## config.mk

```make
export PLATFORM = sky130hd
export DESIGN_NAME = dds_phase_bank
export DESIGN_NICKNAME = d
export VERILOG_FILES = /design/src/rtl/dds_phase_pkg.sv /design/src/rtl/dds_clr_mode_reg.sv /design/src/rtl/dds_phase_acc.sv /design/src/rtl/dds_phase_lanes.sv /design/src/rtl/dds_phase_bank.sv
export SDC_FILE = /design/constraint.sdc
export NUM_CORES = 1
export LEC_CHECK = 0
export BUFFER_PORTS_ARGS = -buffer_cell sky130_fd_sc_hd__buf_2
export CAP_MARGIN = 20
export CELL_PAD_IN_SITES_DETAIL_PLACEMENT = 1
export CELL_PAD_IN_SITES_GLOBAL_PLACEMENT = 1
export CORE_UTILIZATION = 25
export DETAILED_ROUTE_END_ITERATION = 16
export MAX_ROUTING_LAYER = met4
export PLACE_DENSITY = 0.56
export SLEW_MARGIN = 40
export SYNTH_ARGS = -nofsm -noshare
export SYNTH_HDL_FRONTEND = slang
export SYNTH_SLANG_ARGS = --single-unit
```

## constraint.sdc

```tcl
create_clock -name clk -period 14.3 [get_ports clk]
set_clock_uncertainty 0.05 [all_clocks]
set_input_delay 0.715 -clock clk [delete_from_list [all_inputs] [get_ports clk]]
set_output_delay 0.715 -clock clk [all_outputs]
set_load 0.02 [all_outputs]
```

## src/rtl/dds_phase_pkg.sv

```systemverilog
package dds_phase_pkg;
    typedef enum logic {
        PH_RUN  = 1'b0,
        PH_ZERO = 1'b1
    } ph_state_t;

    localparam int CLR_W      = 3;
    localparam int CLR_BIT_S1 = 0;
    localparam int CLR_BIT_S2 = 1;
    localparam int CLR_BIT_DC = 2;
endpackage

```

## src/rtl/dds_clr_mode_reg.sv

```systemverilog
module dds_clr_mode_reg
    import dds_phase_pkg::*;
(
    input  logic             clk,
    input  logic             rst_n,
    input  logic             we,
    input  logic [CLR_W-1:0] wdata,
    output logic [CLR_W-1:0] mode
);
    always_ff @(posedge clk or negedge rst_n) begin
        if (!rst_n)
            mode <= '1;
        else if (we)
            mode <= wdata;
    end

    AST_MODE_HOLD: assert property (@(posedge clk) disable iff (!rst_n)
        !we |=> $stable(mode));
    AST_MODE_LOAD: assert property (@(posedge clk) disable iff (!rst_n)
        we |=> mode == $past(wdata));
endmodule

```

## src/rtl/dds_phase_acc.sv

```systemverilog
module dds_phase_acc
    import dds_phase_pkg::*;
#(
    parameter int FREQ_W  = 48,
    parameter int PHASE_W = 16,
    parameter int LANES   = 1
) (
    input  logic               clk,
    input  logic               rst_n,
    input  logic [FREQ_W-1:0]  freq,
    input  logic [PHASE_W-1:0] phase,
    input  logic               phase_we,
    input  logic               abs_mode,
    output logic [FREQ_W-1:0]  acc_o,
    output logic [PHASE_W-1:0] offset_o,
    output ph_state_t          state_o
);
    ph_state_t         state_q, state_d;
    logic [FREQ_W-1:0] step;
    logic              abs_hit;

    assign step    = freq * FREQ_W'(LANES);
    assign abs_hit = phase_we && abs_mode;

    always_comb begin
        state_d = state_q;
        unique case (state_q)
            PH_RUN:  state_d = abs_hit ? PH_ZERO : PH_RUN;
            PH_ZERO: state_d = abs_hit ? PH_ZERO : PH_RUN;
            default: state_d = PH_RUN;
        endcase
    end

    always_ff @(posedge clk or negedge rst_n) begin
        if (!rst_n)
            state_q <= PH_RUN;
        else
            state_q <= state_d;
    end

    always_ff @(posedge clk or negedge rst_n) begin
        if (!rst_n) begin
            acc_o    <= '0;
            offset_o <= '0;
        end else begin
            if (state_d == PH_ZERO)
                acc_o <= '0;
            else
                acc_o <= acc_o + step;
            if (phase_we)
                offset_o <= phase;
        end
    end

    assign state_o = state_q;

    AST_ABS_ZERO: assert property (@(posedge clk) disable iff (!rst_n)
        (phase_we && abs_mode) |=> acc_o == '0);
    AST_REL_ADV: assert property (@(posedge clk) disable iff (!rst_n)
        (phase_we && !abs_mode) |=> acc_o == $past(acc_o + step));
    AST_FREE_ADV: assert property (@(posedge clk) disable iff (!rst_n)
        !phase_we |=> acc_o == $past(acc_o + step));
    AST_OFF_HOLD: assert property (@(posedge clk) disable iff (!rst_n)
        !phase_we |=> $stable(offset_o));
endmodule

```

## src/rtl/dds_phase_lanes.sv

```systemverilog
module dds_phase_lanes #(
    parameter int FREQ_W  = 32,
    parameter int PHASE_W = 16,
    parameter int LANES   = 4
) (
    input  logic [FREQ_W-1:0]        acc,
    input  logic [FREQ_W-1:0]        freq,
    input  logic [PHASE_W-1:0]       offset,
    output logic [LANES*PHASE_W-1:0] phases
);
    localparam int SHIFT = FREQ_W - PHASE_W;

    for (genvar k = 0; k < LANES; k++) begin : g_lane
        assign phases[k*PHASE_W +: PHASE_W] =
            PHASE_W'((acc + FREQ_W'(k) * freq) >> SHIFT) + offset;
    end
endmodule

```

## src/rtl/dds_phase_bank.sv

```systemverilog
module dds_phase_bank
    import dds_phase_pkg::*;
#(
    parameter int PHASE_W     = 16,
    parameter int SLOW_FREQ_W = 48,
    parameter int DC_FREQ_W   = 32,
    parameter int DC_LANES    = 4
) (
    input  logic                        clk,
    input  logic                        rst_n,
    input  logic                        clr_mode_we,
    input  logic [2:0]                  clr_mode_wdata,
    input  logic [DC_FREQ_W-1:0]        dc_freq,
    input  logic [PHASE_W-1:0]          dc_phase,
    input  logic                        dc_phase_we,
    input  logic [SLOW_FREQ_W-1:0]      s1_freq,
    input  logic [PHASE_W-1:0]          s1_phase,
    input  logic                        s1_phase_we,
    input  logic [SLOW_FREQ_W-1:0]      s2_freq,
    input  logic [PHASE_W-1:0]          s2_phase,
    input  logic                        s2_phase_we,
    output logic [DC_LANES*PHASE_W-1:0] dc_phase_out,
    output logic [PHASE_W-1:0]          s1_phase_out,
    output logic [PHASE_W-1:0]          s2_phase_out
);
    logic [CLR_W-1:0]       mode;
    logic [DC_FREQ_W-1:0]   dc_acc;
    logic [PHASE_W-1:0]     dc_off;
    logic [SLOW_FREQ_W-1:0] s1_acc, s2_acc;
    logic [PHASE_W-1:0]     s1_off, s2_off;
    ph_state_t              dc_st, s1_st, s2_st;

    dds_clr_mode_reg u_mode (
        .clk   (clk),
        .rst_n (rst_n),
        .we    (clr_mode_we),
        .wdata (clr_mode_wdata),
        .mode  (mode)
    );

    dds_phase_acc #(.FREQ_W(DC_FREQ_W), .PHASE_W(PHASE_W), .LANES(DC_LANES)) u_dc (
        .clk      (clk),
        .rst_n    (rst_n),
        .freq     (dc_freq),
        .phase    (dc_phase),
        .phase_we (dc_phase_we),
        .abs_mode (mode[CLR_BIT_DC]),
        .acc_o    (dc_acc),
        .offset_o (dc_off),
        .state_o  (dc_st)
    );

    dds_phase_acc #(.FREQ_W(SLOW_FREQ_W), .PHASE_W(PHASE_W), .LANES(1)) u_s1 (
        .clk      (clk),
        .rst_n    (rst_n),
        .freq     (s1_freq),
        .phase    (s1_phase),
        .phase_we (s1_phase_we),
        .abs_mode (mode[CLR_BIT_S1]),
        .acc_o    (s1_acc),
        .offset_o (s1_off),
        .state_o  (s1_st)
    );

    dds_phase_acc #(.FREQ_W(SLOW_FREQ_W), .PHASE_W(PHASE_W), .LANES(1)) u_s2 (
        .clk      (clk),
        .rst_n    (rst_n),
        .freq     (s2_freq),
        .phase    (s2_phase),
        .phase_we (s2_phase_we),
        .abs_mode (mode[CLR_BIT_S2]),
        .acc_o    (s2_acc),
        .offset_o (s2_off),
        .state_o  (s2_st)
    );

    dds_phase_lanes #(.FREQ_W(DC_FREQ_W), .PHASE_W(PHASE_W), .LANES(DC_LANES)) u_dc_lanes (
        .acc    (dc_acc),
        .freq   (dc_freq),
        .offset (dc_off),
        .phases (dc_phase_out)
    );

    dds_phase_lanes #(.FREQ_W(SLOW_FREQ_W), .PHASE_W(PHASE_W), .LANES(1)) u_s1_lanes (
        .acc    (s1_acc),
        .freq   (s1_freq),
        .offset (s1_off),
        .phases (s1_phase_out)
    );

    dds_phase_lanes #(.FREQ_W(SLOW_FREQ_W), .PHASE_W(PHASE_W), .LANES(1)) u_s2_lanes (
        .acc    (s2_acc),
        .freq   (s2_freq),
        .offset (s2_off),
        .phases (s2_phase_out)
    );

    AST_S1_EXACT: assert property (@(posedge clk) disable iff (!rst_n)
        (s1_phase_we && mode[CLR_BIT_S1]) |=> s1_phase_out == $past(s1_phase));
    AST_S2_EXACT: assert property (@(posedge clk) disable iff (!rst_n)
        (s2_phase_we && mode[CLR_BIT_S2]) |=> s2_phase_out == $past(s2_phase));
    AST_DC_LANE0_EXACT: assert property (@(posedge clk) disable iff (!rst_n)
        (dc_st == PH_ZERO) |-> dc_phase_out[PHASE_W-1:0] == dc_off);
    AST_S1_RESUME: assert property (@(posedge clk) disable iff (!rst_n)
        (s1_st == PH_ZERO && !s1_phase_we) |=> s1_acc == $past(s1_freq));
endmodule

```

After elaboration in Yosys (flattened, before gate mapping)
Index checks and enable logic that the tools add are counted.
{"block": "totals", "ff_bits": 179, "latchBits": 0, "ramBits": 0, "mem_bits_ro": 0, "in_bits": 185, "out_inout_bits": 96, "elab_cells": 29, "memories": 0}
{"block": "op_classes", "n_addsub": 12, "n_mul": 1, "div": 0, "order_cmp": 0, "eq_ne": 0, "shifts": 0, "mux": 6, "n_bitwise": 0, "reduce_logical": 3}
{"op": "32-bit adder", "n": 4}
{"op": "16-bit adder", "n": 6}
{"op": "48-bit adder", "n": 2}
{"op": "48-bit two-way mux", "n": 2}
{"op": "2-bit by 32-bit multiplier with 32-bit output, first input constant", "n": 1}
{"op": "32-bit two-way mux", "n": 1}
{"op": "1-bit logical AND", "n": 3}
{"op": "1-bit two-way mux", "n": 3}

Longest topological paths before layout
Gate-level depths: netlist of the first run.
{"block": "depth", "word_depth": 3, "ltp_mapped": 26, "depth_no_buf": 26}

By module
From an unflattened synthesis of the first run, not the netlist that was laid out.
{"block": "hier_totals", "hier_cells": 2455, "area_unflattened_um2": 20891.3}
{"mod": "dds_phase_acc (u_s1 ...)", "instances": 2, "cells_per_inst": 549, "area_each_um2": 4820.9, "seq_area_each_um2": 1626.6}
{"mod": "dds_phase_lanes (u_dc_lanes)", "instances": 1, "cells_per_inst": 799, "area_each_um2": 6374.9, "seq_area_each_um2": 0.0}
{"mod": "dds_phase_acc (u_dc)", "instances": 1, "cells_per_inst": 344, "area_each_um2": 3146.8, "seq_area_each_um2": 1176.1}
{"mod": "dds_phase_lanes (u_s1_lanes)", "instances": 1, "cells_per_inst": 104, "area_each_um2": 809.5, "seq_area_each_um2": 0.0}
{"mod": "dds_phase_lanes (u_s2_lanes)", "instances": 1, "cells_per_inst": 104, "area_each_um2": 805.8, "seq_area_each_um2": 0.0}
{"mod": "dds_clr_mode_reg", "instances": 1, "cells_per_inst": 6, "area_each_um2": 112.6, "seq_area_each_um2": 78.8}

Worst setup path before layout of the first run
Ideal clock, no wire load.
{"block": "synth_path", "kind": "input -> output", "start": "input port dc_freq[6]", "end": "output port dc_phase_out[63]", "arrival_ns": 5.162, "required_ns": 13.535, "setup_slack_ns": 8.373, "cell_stages": 25, "path_buffers": 0, "path_cell_list": "inv_1 -> fa_1 -> inv_1 -> ha_1 -> a22oi_1 -> nand2_1 -> a31oi_1 -> o32ai_2 -> o21a_1 -> o21ai_0 -> a21oi_1 -> o21ai_0 -> nand2b_1 -> xor2_1 -> ha_1 -> a21o_1 -> a21oi_1 -> nor2_1 -> a211oi_1 -> o21ai_1 -> a21o_1 -> a211o_1 -> a31o_2 -> a21oi_1 -> xnor2_1"}
{"block": "synth_via", "elab_chain_len": 3}
{"element": "start, declared", "line": "dds_phase_bank.sv:13", "source": "input logic [DC_FREQ_W-1:0] dc_freq,"}
{"element": "2-bit by 32-bit multiplier with 32-bit output", "line": "dds_phase_lanes.sv:15", "source": "PHASE_W'((acc + FREQ_W'(k) * freq) >> SHIFT) + offset;"}
{"element": "32-bit adder", "line": "dds_phase_lanes.sv:15"}
{"element": "16-bit adder", "line": "dds_phase_lanes.sv:15"}
{"element": "end, declared", "line": "dds_phase_bank.sv:22", "source": "output logic [DC_LANES*PHASE_W-1:0] dc_phase_out,"}
No other way between the ends.

Worst setup path in the final report of the first run
{"block": "layout_path", "start": "register u_dc.acc_o[3]", "end": "output port dc_phase_out[63]"}
{"block": "layout_via", "elab_chain_len": 2}
{"element": "start, declared", "line": "dds_phase_acc.sv:14", "source": "output logic [FREQ_W-1:0] acc_o,"}
{"element": "start signal, assigned", "line": "dds_phase_acc.sv:49", "source": "acc_o <= acc_o + step;"}
{"element": "32-bit adder", "line": "dds_phase_lanes.sv:15"}
{"element": "16-bit adder", "line": "dds_phase_lanes.sv:15"}
No other way between the ends.

==> results of run 1 <==
[logic make-up after synthesis]
| logic type | after synthesis |
|---|---|
| buf+inv | 142 |
| simple gates | 653 |
| flops | 177 |
| mux | 53 |
| fa+ha+maj | 340 |
| xor+xnor | 221 |
| compound gates | 632 |
[routing by layer]
layer / up-vias / track usage / routed length, um
met2: 245 / 0.301 / 32300
met5: - / - / 0
li1: 8580 / - / -
met1: 8576 / 0.194 / 27900
met4: 0 / 0.0447 / 1080
met3: 55 / 0.0372 / 2780
[registers in the layout, summed over array words and instances, names as in the netlist]
name	count
u_mode.mode	3
u_s2.offset_o	16
u_dc.acc_o	30
u_s1.offset_o	16
u_s1.acc_o	48
u_dc.offset_o	16
u_s2.acc_o	48
[metrics by stage]
stage,hold slack [ns],instances
after floorplan,0.369,2218
after global placement,0.443,3494
after detailed placement,0.452,3494
after CTS,0.223,3526
after global routing,0.216,3543
final,0.177,3543
[final cells by class]
class	count	area, um^2	area share
Multi-Input combinational cell	1899	14300	0.637
Inverter	103	387	0.0172
Sequential cell	177	4430	0.197
Clock inverter	14	119	0.00529
Antenna cell	17	42.5	0.00189
Timing Repair Buffer	285	1450	0.0647
Clock buffer	18	439	0.0195
Tap cell	1030	1290	0.0574
[cells in the final DEF (no fill, tap or decap), types with 28 or more instances in the layout]
master,synthesis,layout
buf_2,1,279
dfrtp_1,174,174
a21oi_1,195,195
inv_1,103,103
a21o_1,110,110
nor3_1,47,47
xnor2_1,149,149
nor2_1,228,228
o21bai_1,38,38
nand2_1,142,142
o21ai_0,83,83
nor2b_1,40,40
mux2_2,48,48
nand4_1,28,28
fa_1,38,38
nand3_1,52,52
ha_1,302,302
xor2_1,72,72
[path summary, 6_finish.rpt]
kind                                    from                end  slack, ns  depth (start not counted)
setup / recovery               u_dc.acc_o[3]   dc_phase_out[63]       7.32                         25
setup reg to reg               u_s2.acc_o[1]     u_s2.acc_o[41]      10.86                         11
hold reg to reg            u_s1.offset_o[14]  u_s1.offset_o[14]       0.47                          1
hold / removal                         rst_n     u_s2.acc_o[24]       0.18                          1
min in group clk                 s1_phase[1]   u_s1.offset_o[1]       0.37                          3
max in group asynchronous              rst_n  u_dc.offset_o[15]      12.85                          2
[cell usage after synthesis (40+ instances only)]
| master | count |
|---|---|
| nand2_1 | 142 |
| ha_1 | 302 |
| a21o_1 | 110 |
| dfrtp_1 | 174 |
| nor2b_1 | 40 |
| xor2_1 | 72 |
| mux2_2 | 48 |
| nor3_1 | 47 |
| a21oi_1 | 195 |
| inv_1 | 103 |
| nor2_1 | 228 |
| o21ai_0 | 83 |
| nand3_1 | 52 |
| xnor2_1 | 149 |
==> results.py, run 1 <==
metrics = {
    "cells_and_area": {
        "syn_to_final_growth_pct": 16.6,
        "postLayoutCoreUtil": 0.295,
        "drive_gt1_frac": 0.157,
        "final_area_um2": 22500,
        "nNetsFinal": 3008,
        "fill_cells": 9141,
    },
    "timing": {
        "final.setup.worst_slack_ns": 7.32,
        "grt_setup_unrepaired": "no",
        "maxClockFrequency_mhz": 143,
        "period_share": 0.488,
        "tns_ns": 0,
        "final_max_slew_viol_count": 0,
        "hold_violations": 0,
        "slew_headroom": 0.489,
        "final-setup-viol-count": 0,
        "tightest_slew_ns": 0.767,
        "finalCriticalPeriod_ns": 6.98,
    },
    "setup_path": {
        "critPathKind": "flip-flop to output port",
        "cp_slowest_cell": "o32ai_2",
        "cp_top_family": "compound AO/OA/AOI/OAI gates",
        "crit_buf_inv": 3,
        "critPathMaxFanout": 5,
        "startpoint_type": "flip-flop",
        "crit_arrival_ns": 6.21,
        "slowest_delay_ns": 0.71,
        "end_kind": "output port",
        "worstPathRequired_ns": 13.53,
    },
    "routing": {
        "drc": 0,
        "vias_per_cell": 4.93,
        "drt_iter0_drc": 500,
        "wire_per_inst_um": 18.1,
        "drt-pass1-iter-count": 6,
        "finalWirelength_um": 64000,
        "vias": 17500,
        "ant_nets": 0,
    },
    "yosys": {
        "syn-cell-area_um2": 19300,
        "synth_top_area_cell": "dfrtp_1",
        "synthMuxAreaShare": 0.0306,
        "synth_adder_area_share": 0.236,
        "synthArstFlopShare": 1.00,
        "yosys.area_share.simple": 0.160,
        "synth_xor_area_frac": 0.100,
        "seq_area_frac_synth": 0.230,
        "synth.area.top_cells": "dfrtp_1 23%, ha_1 20%, xnor2_1 6.8%",
        "synth_edf_count": 0,
        "yosysUniqueCellTypes": 77,
        "netlist_instances": 2218,
        "syn_area_per_cell_um2": 8.69,
        "synth_compound_gate_area_share": 0.215,
        "synth_seq_cells": 177,
        "ys_warn_count": 0,
        "synth_top_family_by_area": "adder cells",
        "yosysTopAreaCellShare": 0.226,
        "synth_nets": 2743,
        "ys.flop_type": "dfrtp_1",
    },
    "worst_hold_path": {
        "min_path_type": "primary input to async pin",
    },
    "clocking": {
        "root_buffer": "clkbuf_16",
        "cts_made_buffers": 17,
        "htreeDepth": 4,
        "cts_setup_buffers": 0,
        "clock_latency_ns": 0.50,
        "clock_sinks": 177,
        "post_cts_resized": 0,
        "cts_tree": "done",
        "hold_buffers": 0,
        "clk_pin_slew_ns": 0.08,
        "clockBufferDepth": 2,
    },
    "die": {
        "row_count": 101,
        "initial_core_util": 0.253,
        "coreArea_um2": 76100,
        "die_area_um2": 78200,
        "fp.dieW_um": 280,
        "ios": 281,
        "die_h_um": 280,
    },
    "placement": {
        "routabilityCongestion": 0.854,
        "placed_area_um2": 21900,
        "dp_slack_ns": 7.32,
        "dp.final_hpwl_um": 52600,
        "port_buffers": 280,
    },
    "global_routing": {
        "grt_overflow": 0,
        "grt_pass1_wl_um": 103000,
        "grt_pass1_vias": 19100,
        "antenna_found_initial": 19,
        "grt_max_degree": 85,
        "track_usage": 0.171,
    },
    "flow_run": {
        "drv_cap": 0,
    },
    "run_status": {
        "outcome": "complete, no violations",
    },
}
Power of run 1 is left out: the tool's default activity adds up to more than one toggle a clock period on the data nets, which glitch-free logic cannot reach.
==> run 2, diff against run 1 <==
Settings changed: PLACE_DENSITY 0.56 to 0.58.
Clock period 14.3 ns to 5.8 ns, I/O delays scaled along.
==> results.py, run 2 (synthesis results as in run 1) <==
metrics = {
    "routing": {
        "vias_per_cell": 4.88,
        "vias": 17700,
        "drc": 0,
        "ant_nets": 0,
        "drt_iter0_drc": 580,
        "finalWirelength_um": 63700,
        "wire_per_inst_um": 17.6,
        "drt-pass1-iter-count": 5,
    },
    "cells_and_area": {
        "drive_gt1_frac": 0.179,
        "final_cells": 3624,
        "final_common_cell": "ha_1",
        "syn_to_final_growth_pct": 21.8,
        "mostFrequentLayoutCells": "298 x ha_1, 277 x buf_2, 227 x nor2_1",
        "largestRegisters": "u_s1.acc_o x48, u_s2.acc_o x48, u_dc.acc_o x30",
        "nNetsFinal": 3082,
    },
    "timing": {
        "finalCriticalPeriod_ns": 5.70,
        "slew_headroom": 0.523,
        "grt_setup_unrepaired": "yes",
        "final_max_slew_viol_count": 0,
        "maxClockFrequency_mhz": 175,
        "hold_violations": 0,
        "tns_ns": 0,
        "tightest_slew_ns": 0.710,
        "final-setup-viol-count": 0,
        "final.setup.worst_slack_ns": 0.0990,
        "period_share": 0.983,
    },
    "global_routing": {
        "grtUsageMet1": 0.191,
        "grt_pass1_wl_um": 103000,
        "grt_overflow": 0,
        "grt_use_met2": 0.296,
        "grt_max_degree": 93,
        "track_usage": 0.169,
        "grt_pass1_vias": 19500,
        "met3_usage": 0.0372,
        "antenna_found_initial": 24,
        "busiest_layer": "met2",
    },
    "setup_path": {
        "end_kind": "output port",
        "cp_slowest_cell": "or4_4",
        "startpoint_type": "flip-flop",
        "cp_top_family": "compound AO/OA/AOI/OAI gates",
        "crit_buf_inv": 3,
        "critPathMaxFanout": 4,
        "critPathKind": "flip-flop to output port",
        "path_cells": "inv_1 -> fa_1 -> inv_1 -> ha_1 -> or4_4 -> o221a_1 -> o21a_2 -> a2111oi_4 -> nor2_2 -> nor2_2 -> xnor2_1 -> ha_1 -> a21boi_2 -> o2111ai_1 -> nand3_1 -> or4_4 -> a2111o_1 -> o211ai_1 -> buf_4",
        "crit_arrival_ns": 5.36,
        "slowest_delay_ns": 0.53,
        "reg2regPathDepth": 12,
        "ff2ff_setup_slack_ns": 2.32,
        "worstPathRequired_ns": 5.46,
        "reg2reg_to": "u_dc.acc_o[30]",
        "timing.rr.start": "u_dc.acc_o[2]",
    },
    "worst_hold_path": {
        "min_from": "s1_freq[0]",
        "min_path_type": "primary input to flip-flop",
        "holdPathStages": 3,
        "min_to": "u_s1.acc_o[0]",
    },
    "flow_run": {
        "drv_cap": 0,
    },
    "clocking": {
        "clock_latency_ns": 0.52,
        "root_buffer": "clkbuf_16",
        "clk_pin_slew_ns": 0.08,
        "htreeDepth": 4,
        "cts_tree": "done",
        "cts_made_buffers": 17,
        "clockBufferDepth": 2,
        "clock_sinks": 177,
    },
    "die": {
        "coreArea_um2": 76100,
        "initial_core_util": 0.253,
        "die_h_um": 280,
        "row_count": 101,
        "ios": 281,
        "fp.dieW_um": 280,
        "die_area_um2": 78200,
    },
    "run_status": {
        "outcome": "complete, no violations",
    },
    "placement": {
        "dp.final_hpwl_um": 51800,
        "port_buffers": 280,
        "routabilityCongestion": 0.860,
        "dp_slack_ns": 0.0228,
        "dp_cells": 3507,
    },
}
## run 2: cell count changes in the layout (fill, tap and decap cells not counted), moves of 7 or more
cell,delta
a21oi_1,-12
a21oi_2,+12
buf_4,+24
diode_2,+7
dlygate4sd3_1,+52
o21ai_0,-8
o21ai_2,+7
## run 2: stage by stage
step	util	hold WS, ns	area, um^2
finish	0.309	0.0614	23500
global route	0.309	0.0636	23500
CTS	0.306	0.0266	23300
detailed placement	0.289	0.238	22000
global placement	0.289	0.391	22000
floorplan	-	-0.0556	19300
## run 2: worst max path at each step
stage                     slack, ns      startpoint                to  depth (start not counted)
after global routing          -0.19   u_dc.acc_o[7]  dc_phase_out[62]                         26
after floorplan                0.71   u_dc.acc_o[7]  dc_phase_out[63]                         25
final                           0.1  u_dc.acc_o[15]  dc_phase_out[62]                         19
after global placement         0.02      dc_freq[6]  dc_phase_out[63]                         27
after CTS                     0.001  u_dc.acc_o[17]  dc_phase_out[62]                         17
after detailed placement       0.02      dc_freq[6]  dc_phase_out[63]                         27
## run 2: cell type report
type	count	area, um^2
fillers	9095	52600
multi-input cells	1899	14500
flip-flops and latches	177	4430
repair buffers	359	2160
well taps	1030	1290
clock buffers	19	443
inverters	103	387
clock inverters	13	189
diodes	24	60.1
## run 2: timing repair
action                                  4_1_cts  5_1_grt
endpoints found under the setup margin        6        9
pin swaps                                    14       17
gates resized for setup                      30       30
gates cloned                                  0        0
hold buffers                                 52        0
buffers inserted                              7        2
endpoints found under the hold margin       135        0
## run 2: worst reg2reg max path, cell delays in order (launching register included)
cell	delay, ns
dfrtp_1	0.44
ha_1	0.25
fa_1	0.44
a21o_1	0.19
a21oi_1	0.23
o21ai_0	0.30
nand2_1	0.15
a21oi_1	0.16
o211ai_1	0.41
nand3_1	0.15
a221oi_1	0.35
xor2_1	0.18
nor2_1	0.05
## run 2: metal layers
| metal | part of all wire | vias to the layer above |
|---|---|---|
| met4 | 0.022 | 0 |
| li1 | - | 8760 |
| met3 | 0.043 | 74 |
| met2 | 0.50 | 266 |
| met1 | 0.43 | 8586 |
| met5 | 0 | - |
Power of run 2 is left out for the same reason.
